**src/rtl/tw_pkg.sv**
```systemverilog
package tw_pkg;
  localparam int BYTE_W = 8;
  localparam int CNT_W  = $clog2(BYTE_W);
  localparam int CODE_W = 4;

  typedef enum logic [2:0] {
    ST_IDLE, ST_ADDR, ST_CMD, ST_WDATA, ST_ACK, ST_RDATA, ST_MACK, ST_STEP
  } fr_state_e;

  typedef enum logic [1:0] {
    CK_PLAIN, CK_READ, CK_WRITE, CK_STEP
  } cmd_kind_e;

  function automatic cmd_kind_e cmd_kind(input logic [BYTE_W-1:0] c);
    case (c[BYTE_W-1 -: CODE_W])
      4'b1001, 4'b1011: return CK_READ;
      4'b1010, 4'b1100: return CK_WRITE;
      4'b0010:          return CK_STEP;
      default:          return CK_PLAIN;
    endcase
  endfunction

  function automatic logic addr_match(input logic [BYTE_W-1:0] b,
                                      input logic [CODE_W-1:0] type_code,
                                      input logic [CODE_W-1:0] strap);
    return (b[BYTE_W-1 -: CODE_W] == type_code) && (b[CODE_W-1:0] == strap);
  endfunction

  function automatic logic is_start(input logic scl_now, input logic scl_old,
                                    input logic sda_now, input logic sda_old);
    return scl_now & scl_old & sda_old & ~sda_now;
  endfunction

  function automatic logic is_stop(input logic scl_now, input logic scl_old,
                                   input logic sda_now, input logic sda_old);
    return scl_now & scl_old & ~sda_old & sda_now;
  endfunction
endpackage

```
**src/rtl/tw_line_sync.sv**
```systemverilog
module tw_line_sync
  import tw_pkg::*;
#(
  parameter int STAGES = 2
) (
  input  logic clk,
  input  logic rst_n,
  input  logic scl_i,
  input  logic sda_i,
  output logic scl_lvl,
  output logic sda_lvl,
  output logic scl_rise,
  output logic scl_fall,
  output logic start_evt,
  output logic stop_evt
);
  logic [STAGES-1:0] scl_pipe, sda_pipe;
  logic              scl_prev, sda_prev;

  always_ff @(posedge clk or negedge rst_n) begin
    if (!rst_n) begin
      scl_pipe <= '1;
      sda_pipe <= '1;
      scl_prev <= 1'b1;
      sda_prev <= 1'b1;
    end else begin
      scl_pipe <= {scl_pipe[STAGES-2:0], scl_i};
      sda_pipe <= {sda_pipe[STAGES-2:0], sda_i};
      scl_prev <= scl_pipe[STAGES-1];
      sda_prev <= sda_pipe[STAGES-1];
    end
  end

  assign scl_lvl   = scl_pipe[STAGES-1];
  assign sda_lvl   = sda_pipe[STAGES-1];
  assign scl_rise  = scl_lvl & ~scl_prev;
  assign scl_fall  = ~scl_lvl & scl_prev;
  assign start_evt = is_start(scl_lvl, scl_prev, sda_lvl, sda_prev);
  assign stop_evt  = is_stop(scl_lvl, scl_prev, sda_lvl, sda_prev);
endmodule

```
**src/rtl/tw_frame_fsm.sv**
```systemverilog
module tw_frame_fsm
  import tw_pkg::*;
#(
  parameter logic [CODE_W-1:0] TYPE_CODE = 4'b0101
) (
  input  logic              clk,
  input  logic              rst_n,
  input  logic              sda_lvl,
  input  logic              scl_rise,
  input  logic              scl_fall,
  input  logic              start_evt,
  input  logic              stop_evt,
  input  logic [CODE_W-1:0] strap_i,
  input  logic              nv_busy_i,
  input  logic [BYTE_W-1:0] rdata_i,
  output logic              sda_pull_o,
  output logic              cmd_valid_o,
  output logic [BYTE_W-1:0] cmd_o,
  output logic              wdata_valid_o,
  output logic [BYTE_W-1:0] wdata_o,
  output logic              step_valid_o,
  output logic              step_up_o,
  output logic              stop_seen_o,
  output logic              idle_o
);
  localparam logic [CNT_W-1:0] LAST_BIT = CNT_W'(BYTE_W - 1);

  fr_state_e         state, after_ack;
  logic [CNT_W-1:0]  bitcnt;
  logic [BYTE_W-1:0] rx_sh, tx_sh;
  logic              ninth, step_pend, step_lvl;
  logic [BYTE_W-1:0] rx_byte;
  logic              byte_done;

  function automatic fr_state_e kind_next(input cmd_kind_e k);
    case (k)
      CK_READ:  return ST_RDATA;
      CK_WRITE: return ST_WDATA;
      CK_STEP:  return ST_STEP;
      default:  return ST_IDLE;
    endcase
  endfunction

  assign rx_byte   = {rx_sh[BYTE_W-2:0], sda_lvl};
  assign byte_done = scl_rise && (bitcnt == LAST_BIT);
  assign idle_o    = (state == ST_IDLE);

  always_ff @(posedge clk or negedge rst_n) begin
    if (!rst_n) begin
      state         <= ST_IDLE;
      after_ack     <= ST_IDLE;
      bitcnt        <= '0;
      rx_sh         <= '0;
      tx_sh         <= '0;
      ninth         <= 1'b0;
      step_pend     <= 1'b0;
      step_lvl      <= 1'b0;
      sda_pull_o    <= 1'b0;
      cmd_valid_o   <= 1'b0;
      cmd_o         <= '0;
      wdata_valid_o <= 1'b0;
      wdata_o       <= '0;
      step_valid_o  <= 1'b0;
      step_up_o     <= 1'b0;
      stop_seen_o   <= 1'b0;
    end else begin
      cmd_valid_o   <= 1'b0;
      wdata_valid_o <= 1'b0;
      step_valid_o  <= 1'b0;
      stop_seen_o   <= 1'b0;
      if (start_evt) begin
        state      <= ST_ADDR;
        bitcnt     <= '0;
        ninth      <= 1'b0;
        step_pend  <= 1'b0;
        sda_pull_o <= 1'b0;
      end else if (stop_evt) begin
        state       <= ST_IDLE;
        ninth       <= 1'b0;
        step_pend   <= 1'b0;
        sda_pull_o  <= 1'b0;
        stop_seen_o <= 1'b1;
      end else begin
        case (state)
          ST_ADDR, ST_CMD, ST_WDATA: begin
            if (scl_rise) begin
              rx_sh  <= rx_byte;
              bitcnt <= bitcnt + CNT_W'(1);
            end
            if (byte_done) begin
              case (state)
                ST_ADDR: begin
                  if (addr_match(rx_byte, TYPE_CODE, strap_i) && !nv_busy_i) begin
                    state     <= ST_ACK;
                    after_ack <= ST_CMD;
                  end else begin
                    state <= ST_IDLE;
                  end
                end
                ST_CMD: begin
                  cmd_o       <= rx_byte;
                  cmd_valid_o <= 1'b1;
                  state       <= ST_ACK;
                  after_ack   <= kind_next(cmd_kind(rx_byte));
                end
                default: begin
                  wdata_o       <= rx_byte;
                  wdata_valid_o <= 1'b1;
                  state         <= ST_ACK;
                  after_ack     <= ST_IDLE;
                end
              endcase
            end
          end
          ST_ACK: begin
            if (scl_rise) ninth <= 1'b1;
            if (scl_fall) begin
              if (!ninth) begin
                sda_pull_o <= 1'b1;
              end else begin
                ninth  <= 1'b0;
                bitcnt <= '0;
                state  <= after_ack;
                if (after_ack == ST_RDATA) begin
                  tx_sh      <= rdata_i;
                  sda_pull_o <= ~rdata_i[BYTE_W-1];
                end else begin
                  sda_pull_o <= 1'b0;
                end
              end
            end
          end
          ST_RDATA: begin
            if (scl_rise) begin
              bitcnt <= bitcnt + CNT_W'(1);
              if (bitcnt == LAST_BIT) state <= ST_MACK;
            end
            if (scl_fall) begin
              tx_sh      <= {tx_sh[BYTE_W-2:0], 1'b0};
              sda_pull_o <= ~tx_sh[BYTE_W-2];
            end
          end
          ST_MACK: begin
            if (scl_rise) ninth <= 1'b1;
            if (scl_fall) begin
              sda_pull_o <= 1'b0;
              if (ninth) begin
                ninth <= 1'b0;
                state <= ST_IDLE;
              end
            end
          end
          ST_STEP: begin
            if (scl_rise) begin
              step_pend <= 1'b1;
              step_lvl  <= sda_lvl;
            end
            if (scl_fall && step_pend) begin
              step_valid_o <= 1'b1;
              step_up_o    <= step_lvl;
              step_pend    <= 1'b0;
            end
          end
          default: ;
        endcase
      end
    end
  end
endmodule

```
**src/rtl/tw_slave_front.sv**
```systemverilog
module tw_slave_front
  import tw_pkg::*;
#(
  parameter int                SYNC_STAGES = 2,
  parameter logic [CODE_W-1:0] TYPE_CODE   = 4'b0101
) (
  input  logic              clk,
  input  logic              rst_n,
  input  logic              scl_i,
  input  logic              sda_i,
  output logic              sda_pull_o,
  input  logic [CODE_W-1:0] strap_i,
  input  logic              nv_busy_i,
  input  logic [BYTE_W-1:0] rdata_i,
  output logic              cmd_valid_o,
  output logic [BYTE_W-1:0] cmd_o,
  output logic              wdata_valid_o,
  output logic [BYTE_W-1:0] wdata_o,
  output logic              step_valid_o,
  output logic              step_up_o,
  output logic              stop_seen_o
);
  logic scl_lvl, sda_lvl, scl_rise, scl_fall, start_evt, stop_evt;
  logic fr_idle;

  tw_line_sync #(.STAGES(SYNC_STAGES)) sync_i (
    .clk       (clk),
    .rst_n     (rst_n),
    .scl_i     (scl_i),
    .sda_i     (sda_i),
    .scl_lvl   (scl_lvl),
    .sda_lvl   (sda_lvl),
    .scl_rise  (scl_rise),
    .scl_fall  (scl_fall),
    .start_evt (start_evt),
    .stop_evt  (stop_evt)
  );

  tw_frame_fsm #(.TYPE_CODE(TYPE_CODE)) fsm_i (
    .clk           (clk),
    .rst_n         (rst_n),
    .sda_lvl       (sda_lvl),
    .scl_rise      (scl_rise),
    .scl_fall      (scl_fall),
    .start_evt     (start_evt),
    .stop_evt      (stop_evt),
    .strap_i       (strap_i),
    .nv_busy_i     (nv_busy_i),
    .rdata_i       (rdata_i),
    .sda_pull_o    (sda_pull_o),
    .cmd_valid_o   (cmd_valid_o),
    .cmd_o         (cmd_o),
    .wdata_valid_o (wdata_valid_o),
    .wdata_o       (wdata_o),
    .step_valid_o  (step_valid_o),
    .step_up_o     (step_up_o),
    .stop_seen_o   (stop_seen_o),
    .idle_o        (fr_idle)
  );
endmodule

```
**config.mk**
```make
export PLATFORM = sky130hd
export DESIGN_NAME = tw_slave_front
export DESIGN_NICKNAME = d
export VERILOG_FILES = /design/src/rtl/tw_pkg.sv /design/src/rtl/tw_line_sync.sv /design/src/rtl/tw_frame_fsm.sv /design/src/rtl/tw_slave_front.sv
export SDC_FILE = /design/constraint.sdc
export NUM_CORES = 1
export LEC_CHECK = 0
export ABC_AREA = 1
export BUFFER_PORTS_ARGS = -buffer_cell sky130_fd_sc_hd__clkbuf_2
export CAP_MARGIN = 0
export CELL_PAD_IN_SITES_DETAIL_PLACEMENT = 0
export CELL_PAD_IN_SITES_GLOBAL_PLACEMENT = 1
export CORE_MARGIN = 3
export CORE_UTILIZATION = 47
export CTS_BUF_LIST = sky130_fd_sc_hd__clkbuf_8
export DETAILED_ROUTE_END_ITERATION = 16
export PLACE_DENSITY_LB_ADDON = 0.1
export SLEW_MARGIN = 40
export SYNTH_ARGS = -nofsm -noshare
export SYNTH_HDL_FRONTEND = slang
export SYNTH_SLANG_ARGS = --single-unit
```
**constraint.sdc**
```tcl
create_clock -name clk -period 4.65 [get_ports clk]
set_input_delay 0.93 -clock clk [delete_from_list [all_inputs] [get_ports clk]]
set_output_delay 0.93 -clock clk [all_outputs]
set_load 0.005 [all_outputs]
```
==> results.py, run 1 <==
metrics = {
    "clocking": {
        "cts-resized-gates": 0,
        "clockBufferDepth": 2,
        "clock_latency_ns": 0.31,
        "cts.sinks": 54,
        "post-cts-setup-buffers": 0,
        "cts_hold_buffers": 0,
        "clockRootBuffer": "clkbuf_8",
        "cts_made_buffers": 5,
        "h-tree-depth": 2,
        "path_clk_slew_ns": 0.10,
        "cts_tree": "yes",
    },
    "placed_design": {
        "dp_hpwl_um": 3590,
        "place_ws_ns": 2.78,
        "dpl_cell_area_um2": 2810,
        "gp_congestion": 0.838,
        "port_buffers": 38,
    },
    "setup_path": {
        "crit_path_max_fanout": 17,
        "cp_slowest_stage_delay_ns": 0.62,
        "crit_required_ns": 4.85,
        "cp.buffers_inverters": 0,
        "crit_path_start": "fsm_i.state[0]$_DFFE_PN0P_",
        "crit_type": "flop to flop",
        "crit_arrival_ns": 2.00,
        "path_cells": "nor2_2 > nor2_2 > nand2_2 > nor2_8 > nand3_4 > nand2_1 > o21ai_2",
        "cp-end-kind": "flop",
        "r2r_setup_slack_ns": 2.85,
        "cp_common_cell": "nor2_2",
        "r2r_start": "fsm_i.state[0]$_DFFE_PN0P_",
        "path_delay_family": "simple AND/OR/NAND/NOR gates",
        "startpoint_type": "flop",
        "worst_path_max_delay_cell": "dfrtp_1",
    },
    "layout": {
        "multi_input_area_um2": 1030,
        "drive_above_1_share": 0.236,
        "syn2layout_area_growth_pct": 14.7,
        "ff_latch_area_um2": 1360,
        "design_area_um2": 2920,
        "n_antenna_cell": 0,
        "final_cell_mix": "104 x nand2_1, 48 x dfrtp_1, 38 x clkbuf_2",
        "nets": 365,
        "fillCellCount": 497,
        "final_common_cell": "nand2_1",
    },
    "yosys": {
        "syn_nets": 323,
        "ys_top_cells_by_area": "dfrtp_1 47%, nand2_1 15%, dfstp_2 6.2%, inv_1 4.7%, nand3_1 4.3%",
        "synth-seq-area-share": 0.533,
        "synth_area_um2": 2550,
        "yosysUniqueCellTypes": 28,
        "synth_edf_count": 0,
        "syn_inst": 304,
        "postSynthAreaPerCell_um2": 8.38,
        "netlist.area_leader.share": 0.471,
        "yosys_warnings": 0,
        "ys.flop_type": "dfrtp_1",
        "synth-seq-cells": 54,
        "yosys.area.top_type": "dfrtp_1",
        "async_flop_share": 1.00,
    },
    "power": {
        "p_clk_frac": 0.235,
        "power.density_nw_per_um2": 467,
        "ir_worst_vdd_mv": 0.216,
        "p_int_mw": 0.858,
        "pwr-share-seq": 0.470,
        "power_frac_comb": 0.295,
        "leakage_nw": 1.62,
        "switching_power_mw": 0.506,
        "sw_frac_of_total": 0.371,
    },
    "die": {
        "core_area_um2": 5170,
        "die_h_um": 79.6,
        "die_x_um": 79.6,
        "initial_utilization": 0.493,
        "fp-row-count": 26,
        "ios": 39,
        "die-area_um2": 6340,
    },
    "global_routing": {
        "track_usage": 0.181,
        "grt_pass1_vias": 1933,
        "antenna_found_initial": 0,
        "grt_pass1_wl_um": 8960,
        "grt_max_degree": 55,
        "overflow": 0,
    },
    "routing": {
        "drt_first_pass_iters": 4,
        "route.detailed.drc": 0,
        "drtIter0Drc": 146,
        "vias_per_cell": 4.81,
        "vias": 2007,
        "drtAntennaViolNets": 0,
        "routed_wl_um": 4940,
        "avgRoutedWirePerCell_um": 11.8,
    },
    "sta": {
        "final-hold-violation-count": 0,
        "fin_crit_sh": 0.387,
        "max-slew-margin-rel": 0.564,
        "finalWorstSetupSlack_ns": 2.85,
        "setup_tns_ns": 0,
        "skew_ns": 0.00912,
        "drv_slew": 0,
        "period_needed_ns": 1.80,
        "setup_viol": 0,
        "worstMarginPinSlew_ns": 0.653,
        "fmax_mhz": 556,
        "rsz0062_at_grt": "no",
    },
    "min_path": {
        "hold_start": "sync_i.scl_pipe[0]$_DFF_PN1_",
        "hp-class": "flop to flop",
    },
    "job": {
        "drv_cap": 0,
    },
    "outcome": {
        "status": "finished clean",
    },
}
==> flip-flops by register name, summed over array words and instances (netlist names), 2 cells and up <==
register	flops
fsm_i.rx_sh	7
fsm_i.bitcnt	3
sync_i.scl_pipe	2
fsm_i.cmd_o	8
fsm_i.tx_sh	7
fsm_i.wdata_o	8
fsm_i.after_ack	3
sync_i.sda_pipe	2
fsm_i.state	3
==> per-stage QoR <==
step,cells,hold slack (ns),util,power [mW]
6_report,417,0.363,0.565,1.36
4_1_cts,417,0.363,0.565,1.38
2_1_floorplan,304,0.345,-,0.947
3_3_place_gp,409,0.346,0.543,1.05
3_5_place_dp,409,0.349,0.543,1.05
5_1_grt,417,0.365,0.565,1.49
==> layer usage <==
metal  GRT usage  vias up  routed length, µm
li1            -     1043                  -
met1       0.249      919               2470
met2       0.287       41               2190
met3      0.0384        4                230
met4      0.0515        0                 55
met5           0        -                  0
==> final timing paths <==
check | to | cells past startpoint
worst min-delay path | sync_i.scl_pipe[1]$_DFF_PN1_ | 0
min in group asynchronous | fsm_i.cmd_o[3]$_DFFE_PN0P_ | 2
worst max register to register | fsm_i.wdata_o[3]$_DFFE_PN0P_ | 7
worst max-delay path | fsm_i.wdata_o[3]$_DFFE_PN0P_ | 7
max in group asynchronous | fsm_i.state[0]$_DFFE_PN0P_ | 2
worst min register to register | sync_i.scl_pipe[1]$_DFF_PN1_ | 0
==> final cells by class <==
class                   count  share of cell area
well taps                  70              0.0300
flip-flops and latches     54               0.465
clock inverters             3              0.0163
inverters                  36              0.0462
clock buffers               5              0.0235
multi-input cells         210               0.351
repair buffers             39              0.0676
==> logic make-up after synthesis <==
family | Yosys count | share of synthesized area
AO/OA/AOI/OAI | 43 | 0.101
XOR/XNOR | 1 | 0.00344
adder cells (fa/ha/maj) | 2 | 0.00982
buffers and inverters | 40 | 0.0638
flip-flops | 54 | 0.533
AND/OR/NAND/NOR | 164 | 0.289
==> synthesized netlist by cell type, types with 2 or more instances <==
| library cell | count |
|---|---|
| nand2_1 | 104 |
| dfrtp_1 | 48 |
| inv_1 | 32 |
| nand3_1 | 22 |
| nor2_1 | 19 |
| o21ai_0 | 18 |
| a21oi_1 | 8 |
| o21ai_2 | 8 |
| nor2_2 | 7 |
| dfstp_2 | 6 |
| o21ai_1 | 5 |
| inv_2 | 4 |
| nand2_2 | 4 |
| a211oi_1 | 2 |
| ha_1 | 2 |
| nand2_4 | 2 |
| nand4_1 | 2 |
==> power by group through the flow <==
stage | logic, mW | registers (mW) | clock network (mW)
floorplan | 0.317 | 0.630 | 0
global placement | 0.402 | 0.649 | 0
detailed placement | 0.406 | 0.649 | 0
CTS | 0.407 | 0.641 | 0.334
global route | 0.479 | 0.656 | 0.357
finish | 0.402 | 0.641 | 0.321
No activity file was read; power rests on OpenSTA's default activity.
==> inputs of run 2 (changes only) <==
Settings changed: ABC_AREA 1 to 0, CORE_UTILIZATION 47 to 42.
Clock period 4.65 ns to 1.6 ns, I/O delays scaled along.
==> run 2 against run 1 <==
Net effect:
- the flow now finishes with violations (setup timing)
- worst setup slack worse by 3.1 ns
- die area up 6.1%
- synthesized area fell by 4.8%
- clock skew decreased by 0.0012 ns
- register-to-register slack got worse by 3.1 ns
- via count decreased by 6.9%
- clock power is 120% higher
- sequential power grew to 2.7 times the previous value
- clock-buffer cell count stayed put
- critical endpoint is now fsm_i.after_ack[1]$_DFFE_PN0P_
- largest cell class unchanged
==> results.py, run 2 <==
metrics = {
    "yosys": {
        "synthTopCellsByCount": "48 x dfrtp_1, 23 x mux2_2, 22 x nand2_1, 20 x o21ai_0, 9 x nor2_1",
        "yosys_warnings": 0,
        "yosysMostFrequentCell": "dfrtp_1",
        "syn_inst": 211,
        "netlist.area_leader.share": 0.495,
        "yosysUniqueCellTypes": 40,
        "ys.flop_type": "dfrtp_1",
        "ys_top_cells_by_area": "dfrtp_1 49%, mux2_2 11%, dfstp_2 6.5%, o21ai_0 4.1%, nand2_1 3.4%",
        "synth_edf_count": 0,
        "synth-seq-area-share": 0.560,
        "syn_nets": 230,
        "synth-seq-cells": 54,
        "yosys.area.top_type": "dfrtp_1",
        "async_flop_share": 1.00,
        "postSynthAreaPerCell_um2": 11.5,
        "synth_area_um2": 2430,
    },
    "clocking": {
        "cts_tree": "yes",
        "cts.sinks": 54,
        "clock_latency_ns": 0.30,
        "cts_made_buffers": 5,
        "clockBufferDepth": 2,
        "h-tree-depth": 2,
        "path_clk_slew_ns": 0.09,
        "clockRootBuffer": "clkbuf_8",
    },
    "layout": {
        "nets": 319,
        "ff_latch_area_um2": 1360,
        "fillCellCount": 466,
        "n_antenna_cell": 0,
        "multi_input_area_um2": 1160,
        "final_cell_mix": "46 x dfrtp_1, 38 x clkbuf_2, 34 x buf_4",
        "drive_above_1_share": 0.483,
        "reg_top3": "fsm_i.cmd_o: 8 flops, fsm_i.wdata_o: 8 flops",
        "syn2layout_area_growth_pct": 39.4,
        "final_cells": 372,
        "final_common_cell": "dfrtp_1",
    },
    "die": {
        "ios": 39,
        "initial_utilization": 0.438,
        "die_x_um": 82.0,
        "core_area_um2": 5540,
        "die-area_um2": 6730,
        "die_h_um": 82.0,
        "fp-row-count": 27,
    },
    "outcome": {
        "status": "finished, violations left",
        "violations": "setup timing",
    },
    "sta": {
        "fmax_mhz": 550,
        "setup_viol": 26,
        "finalWorstSetupSlack_ns": -0.217,
        "rsz0062_at_grt": "yes",
        "hold_ws_ns": 0.0983,
        "skew_ns": 0.00793,
        "final-hold-violation-count": 0,
        "drv_slew": 0,
        "fin_crit_sh": 1.14,
        "period_needed_ns": 1.82,
        "setup_tns_ns": -2.53,
        "max-slew-margin-rel": 0.647,
        "worstMarginPinSlew_ns": 0.516,
    },
    "power": {
        "leakage_nw": 1.71,
        "power.density_nw_per_um2": 958,
        "power_mw": 3.24,
        "ir_worst_vdd_mv": 0.562,
    },
    "setup_path": {
        "r2r_end": "fsm_i.after_ack[1]$_DFFE_PN0P_",
        "startpoint_type": "flop",
        "reg2reg_depth": 6,
        "r2r_start": "fsm_i.rx_sh[6]$_DFFE_PN0P_",
        "cp-end-kind": "flop",
        "r2r_setup_slack_ns": -0.22,
        "crit_path_max_fanout": 2,
        "crit_type": "flop to flop",
        "crit_path_start": "fsm_i.rx_sh[6]$_DFFE_PN0P_",
        "crit_required_ns": 1.80,
        "crit_arrival_ns": 2.01,
        "cp-endpoint": "fsm_i.after_ack[1]$_DFFE_PN0P_",
    },
    "routing": {
        "drt_first_pass_iters": 4,
        "routed_wl_um": 5620,
        "vias_per_cell": 5.02,
        "route.detailed.drc": 0,
        "drtIter0Drc": 59,
        "vias": 1869,
        "avgRoutedWirePerCell_um": 15.1,
        "drtAntennaViolNets": 0,
    },
    "placed_design": {
        "port_buffers": 38,
        "dp_hpwl_um": 3980,
        "dp.cells": 353,
        "gp_congestion": 0.765,
    },
    "min_path": {
        "hp-class": "input pin to flop",
    },
    "global_routing": {
        "overflow": 0,
        "track_usage": 0.175,
        "antenna_found_initial": 0,
        "grt_pass1_vias": 1826,
        "grt_max_degree": 26,
        "grt_pass1_wl_um": 8910,
    },
    "job": {
        "drv_cap": 0,
    },
}
==> run 2: changes by cell type after synthesis, sizes merged, moves of 6 or more <==
cell / previous run / this run
nand2: 110 / 22
nor2: 27 / 9
mux2: 0 / 23
inv: 36 / 6
nand3: 23 / 8
mux2i: 0 / 8
nor2b: 0 / 6
o21ai: 31 / 20
==> run 2: how the worst min path moves through the flow <==
stage                from                             end  slack [ns]  depth (start not counted)
floorplan           rst_n  fsm_i.after_ack[0]$_DFFE_PN0P_        0.02                          0
global placement    rst_n     fsm_i.step_pend$_DFFE_PN0P_        0.24                          1
detailed placement  rst_n     fsm_i.step_pend$_DFFE_PN0P_        0.24                          1
CTS                 sda_i    sync_i.sda_pipe[0]$_DFF_PN1_        0.09                          1
global route        scl_i    sync_i.scl_pipe[0]$_DFF_PN1_        0.08                          1
finish              sda_i    sync_i.sda_pipe[0]$_DFF_PN1_         0.1                          1
==> run 2: power breakdown <==
group / total (mW) / internal [mW] / switching, mW
sequential: 1.71 / 1.56 / 0.146
combinational: 0.844 / 0.437 / 0.406
clock: 0.692 / 0.290 / 0.402
total: 3.24 / 2.29 / 0.955
==> run 2: metrics by stage <==
| stage | setup slack [ns] | instance area (µm²) | util |
|---|---|---|---|
| 6_report | -0.217 | 3380 | 0.611 |
| 3_5_place_dp | -0.255 | 3050 | 0.550 |
| 2_1_floorplan | -0.167 | 2470 | - |
| 4_1_cts | -0.221 | 3220 | 0.581 |
| 5_1_grt | -0.299 | 3380 | 0.611 |
| 3_3_place_gp | -0.220 | 3050 | 0.550 |
==> run 2: final cells by class <==
cell class / instances / area share
well taps: 72 / 0.0266
clock buffers: 5 / 0.0203
multi-input cells: 142 / 0.342
clock inverters: 2 / 0.00222
inverters: 7 / 0.00776
repair buffers: 90 / 0.199
flip-flops and latches: 54 / 0.402
==> run 2: cells by family (layout without fill, tap and decap cells) <==
family | count (synthesis) | in the layout | share of synthesized area
AOI/OAI and AO/OA | 40 | 40 | 0.0995
xor gates and xnor gates | 5 | 5 | 0.0180
adders and majority gates | 2 | 2 | 0.0103
buffers and inverters | 15 | 104 | 0.0258
DFF | 54 | 54 | 0.560
muxes | 31 | 31 | 0.140
and+or+nand+nor | 64 | 64 | 0.147
==> run 2: worst max-delay path: stages, from the launching register on <==
cell and delay, ns:
dfrtp_1 0.38, nand4bb_1 0.17, or4_4 0.52, buf_4 0.16, o31ai_4 0.23, nand2_2 0.08
a21o_1 0.18
==> run 2: metal layers <==
layer / wire length (µm) / vias up / track usage / part of all wire
li1: - / 920 / - / -
met1: 2550 / 911 / 0.238 / 0.45
met2: 2780 / 32 / 0.279 / 0.49
met3: 217 / 6 / 0.0417 / 0.039
met4: 72 / 0 / 0.0498 / 0.013
met5: 0 / - / 0 / 0
==> run 2: timing repair <==
item / CTS / global route
setup endpoints to repair: 26 / 36
setup buffers: 3 / 7
hold buffers: 1 / 0
pin swaps: 1 / 5
gates resized for setup: 18 / 42
gates cloned: 0 / 2
endpoints found under the hold margin: 11 / 0
==> inputs of run 3 (changes only) <==
Settings changed: CORE_UTILIZATION 42 to 46, SLEW_MARGIN 40 to not set.
Clock period 1.6 ns to 2 ns, I/O delays scaled along.
==> run 3 against run 2 <==
Net effect:
- the run now ends clean
- fmax fell by 1.3%
- first-iteration DRC count rose by 17%
- clock-buffer cell count rose by 1
- total power fell by 25%
- clock power fell by 12%
- critical path type unchanged
- critical endpoint is now fsm_i.after_ack[0]$_DFFE_PN0P_
==> results.py, run 3 (same netlist as run 2, synthesis figures left out) <==
metrics = {
    "clocking": {
        "cts-resized-gates": 0,
        "post-cts-setup-buffers": 0,
        "cts.sinks": 54,
        "clock_latency_ns": 0.30,
        "cts_tree": "yes",
        "clockBufferDepth": 2,
        "cts_made_buffers": 5,
        "h-tree-depth": 2,
        "cts_hold_buffers": 0,
        "clockRootBuffer": "clkbuf_8",
        "path_clk_slew_ns": 0.09,
    },
    "global_routing": {
        "overflow": 0,
        "grt-busiest-layer": "met2",
        "use_met2": 0.280,
        "met1_usage": 0.225,
        "track_usage": 0.169,
        "grt_max_degree": 27,
        "grt_use_met3": 0.0356,
        "antenna_found_initial": 0,
        "grt_pass1_vias": 1745,
        "grt_pass1_wl_um": 8220,
    },
    "sta": {
        "fin_crit_sh": 0.920,
        "max-slew-margin-rel": 0.559,
        "setup_tns_ns": 0,
        "skew_ns": 0.00695,
        "setup_viol": 0,
        "final-hold-violation-count": 0,
        "period_needed_ns": 1.84,
        "worstMarginPinSlew_ns": 0.662,
        "rsz0062_at_grt": "no",
        "drv_slew": 0,
        "fmax_mhz": 544,
    },
    "die": {
        "die_h_um": 78.6,
        "fp-row-count": 25,
        "die-area_um2": 6180,
        "ios": 39,
        "initial_utilization": 0.494,
        "core_area_um2": 4910,
        "die_x_um": 78.6,
    },
    "min_path": {
        "hp-class": "input pin to asynchronous set/reset pin",
    },
    "power": {
        "ir_worst_vdd_mv": 0.620,
        "power_mw": 2.43,
        "power.density_nw_per_um2": 838,
        "leakage_nw": 1.48,
    },
    "routing": {
        "route.detailed.drc": 0,
        "routed_wl_um": 4810,
        "vias_per_cell": 5.17,
        "avgRoutedWirePerCell_um": 14.4,
        "vias": 1720,
        "drtIter0Drc": 69,
        "drt_first_pass_iters": 4,
        "drtAntennaViolNets": 0,
    },
    "layout": {
        "design_area_um2": 2900,
        "multi_input_area_um2": 1010,
        "final_common_cell": "dfrtp_1",
        "syn2layout_area_growth_pct": 19.3,
        "reg_top3": "fsm_i.cmd_o: 8 flops, fsm_i.wdata_o: 8 flops",
        "nets": 284,
        "final_core_util": 0.590,
        "fillCellCount": 426,
        "ff_latch_area_um2": 1360,
        "final_cell_mix": "48 x dfrtp_1, 38 x clkbuf_2, 23 x mux2_2",
        "n_antenna_cell": 0,
        "final_cells": 333,
        "drive_above_1_share": 0.361,
    },
    "placed_design": {
        "gp_congestion": 0.782,
        "port_buffers": 38,
        "dpl_cell_area_um2": 2810,
        "dp_hpwl_um": 3550,
        "dp.cells": 325,
    },
    "job": {
        "drv_cap": 0,
    },
    "setup_path": {
        "crit_arrival_ns": 2.07,
        "cp-end-kind": "flop",
        "startpoint_type": "flop",
        "crit_path_max_fanout": 6,
        "crit_required_ns": 2.23,
        "crit_path_start": "fsm_i.rx_sh[3]$_DFFE_PN0P_",
        "crit_type": "flop to flop",
        "r2r_start": "fsm_i.rx_sh[3]$_DFFE_PN0P_",
    },
    "outcome": {
        "status": "finished clean",
    },
}
==> run 3: power breakdown <==
group / leakage, nW / total (mW) / internal (mW) / switching [mW]
Combinational: 0.751 / 0.417 / 0.202 / 0.214
Clock: 0.0524 / 0.612 / 0.275 / 0.337
Sequential: 0.680 / 1.40 / 1.25 / 0.150
Total: 1.48 / 2.43 / 1.73 / 0.701
==> run 3: layout make-up <==
cell class / instances / area share
clock buffer: 6 / 0.0285
clock inverter: 2 / 0.00302
inverter: 7 / 0.00907
multi-input combinational: 142 / 0.347
sequential: 54 / 0.469
tap: 67 / 0.0289
timing repair buffer: 55 / 0.114
==> run 3: worst max-delay path: stages (launching register included) <==
cell and delay, ns:
dfrtp_1 0.44, nand4bb_1 0.13, or4_4 0.53, o31a_1 0.30
nor3_2 0.17, mux2i_1 0.20
==> run 3: metrics by stage <==
| stage | setup WS, ns | hold slack [ns] |
|---|---|---|
| 3_3_place_gp | 0.104 | 0.346 |
| 2_1_floorplan | 0.215 | 0.104 |
| 6_report | 0.160 | 0.108 |
| 3_5_place_dp | 0.0635 | 0.348 |
| 4_1_cts | 0.161 | 0.124 |
| 5_1_grt | 0.0518 | 0.129 |
==> run 3: metal layers <==
layer | share of wire | vias up
li1 | - | 849
met3 | 0.041 | 4
met2 | 0.47 | 35
met1 | 0.48 | 832
met5 | 0 | -
met4 | 0.0096 | 0
==> run 3: worst paths after layout <==
kind | end | cells past startpoint | slack, ns
hold / removal | fsm_i.step_valid_o$_DFF_PN0_ | 1 | 0.11
setup / recovery | fsm_i.after_ack[0]$_DFFE_PN0P_ | 5 | 0.16
hold reg to reg | sync_i.sda_pipe[1]$_DFF_PN1_ | 0 | 0.36
setup reg to reg | fsm_i.after_ack[0]$_DFFE_PN0P_ | 5 | 0.16
max in group asynchronous | fsm_i.after_ack[1]$_DFFE_PN0P_ | 2 | 1.31
min in group clk | sync_i.scl_pipe[0]$_DFF_PN1_ | 1 | 0.17
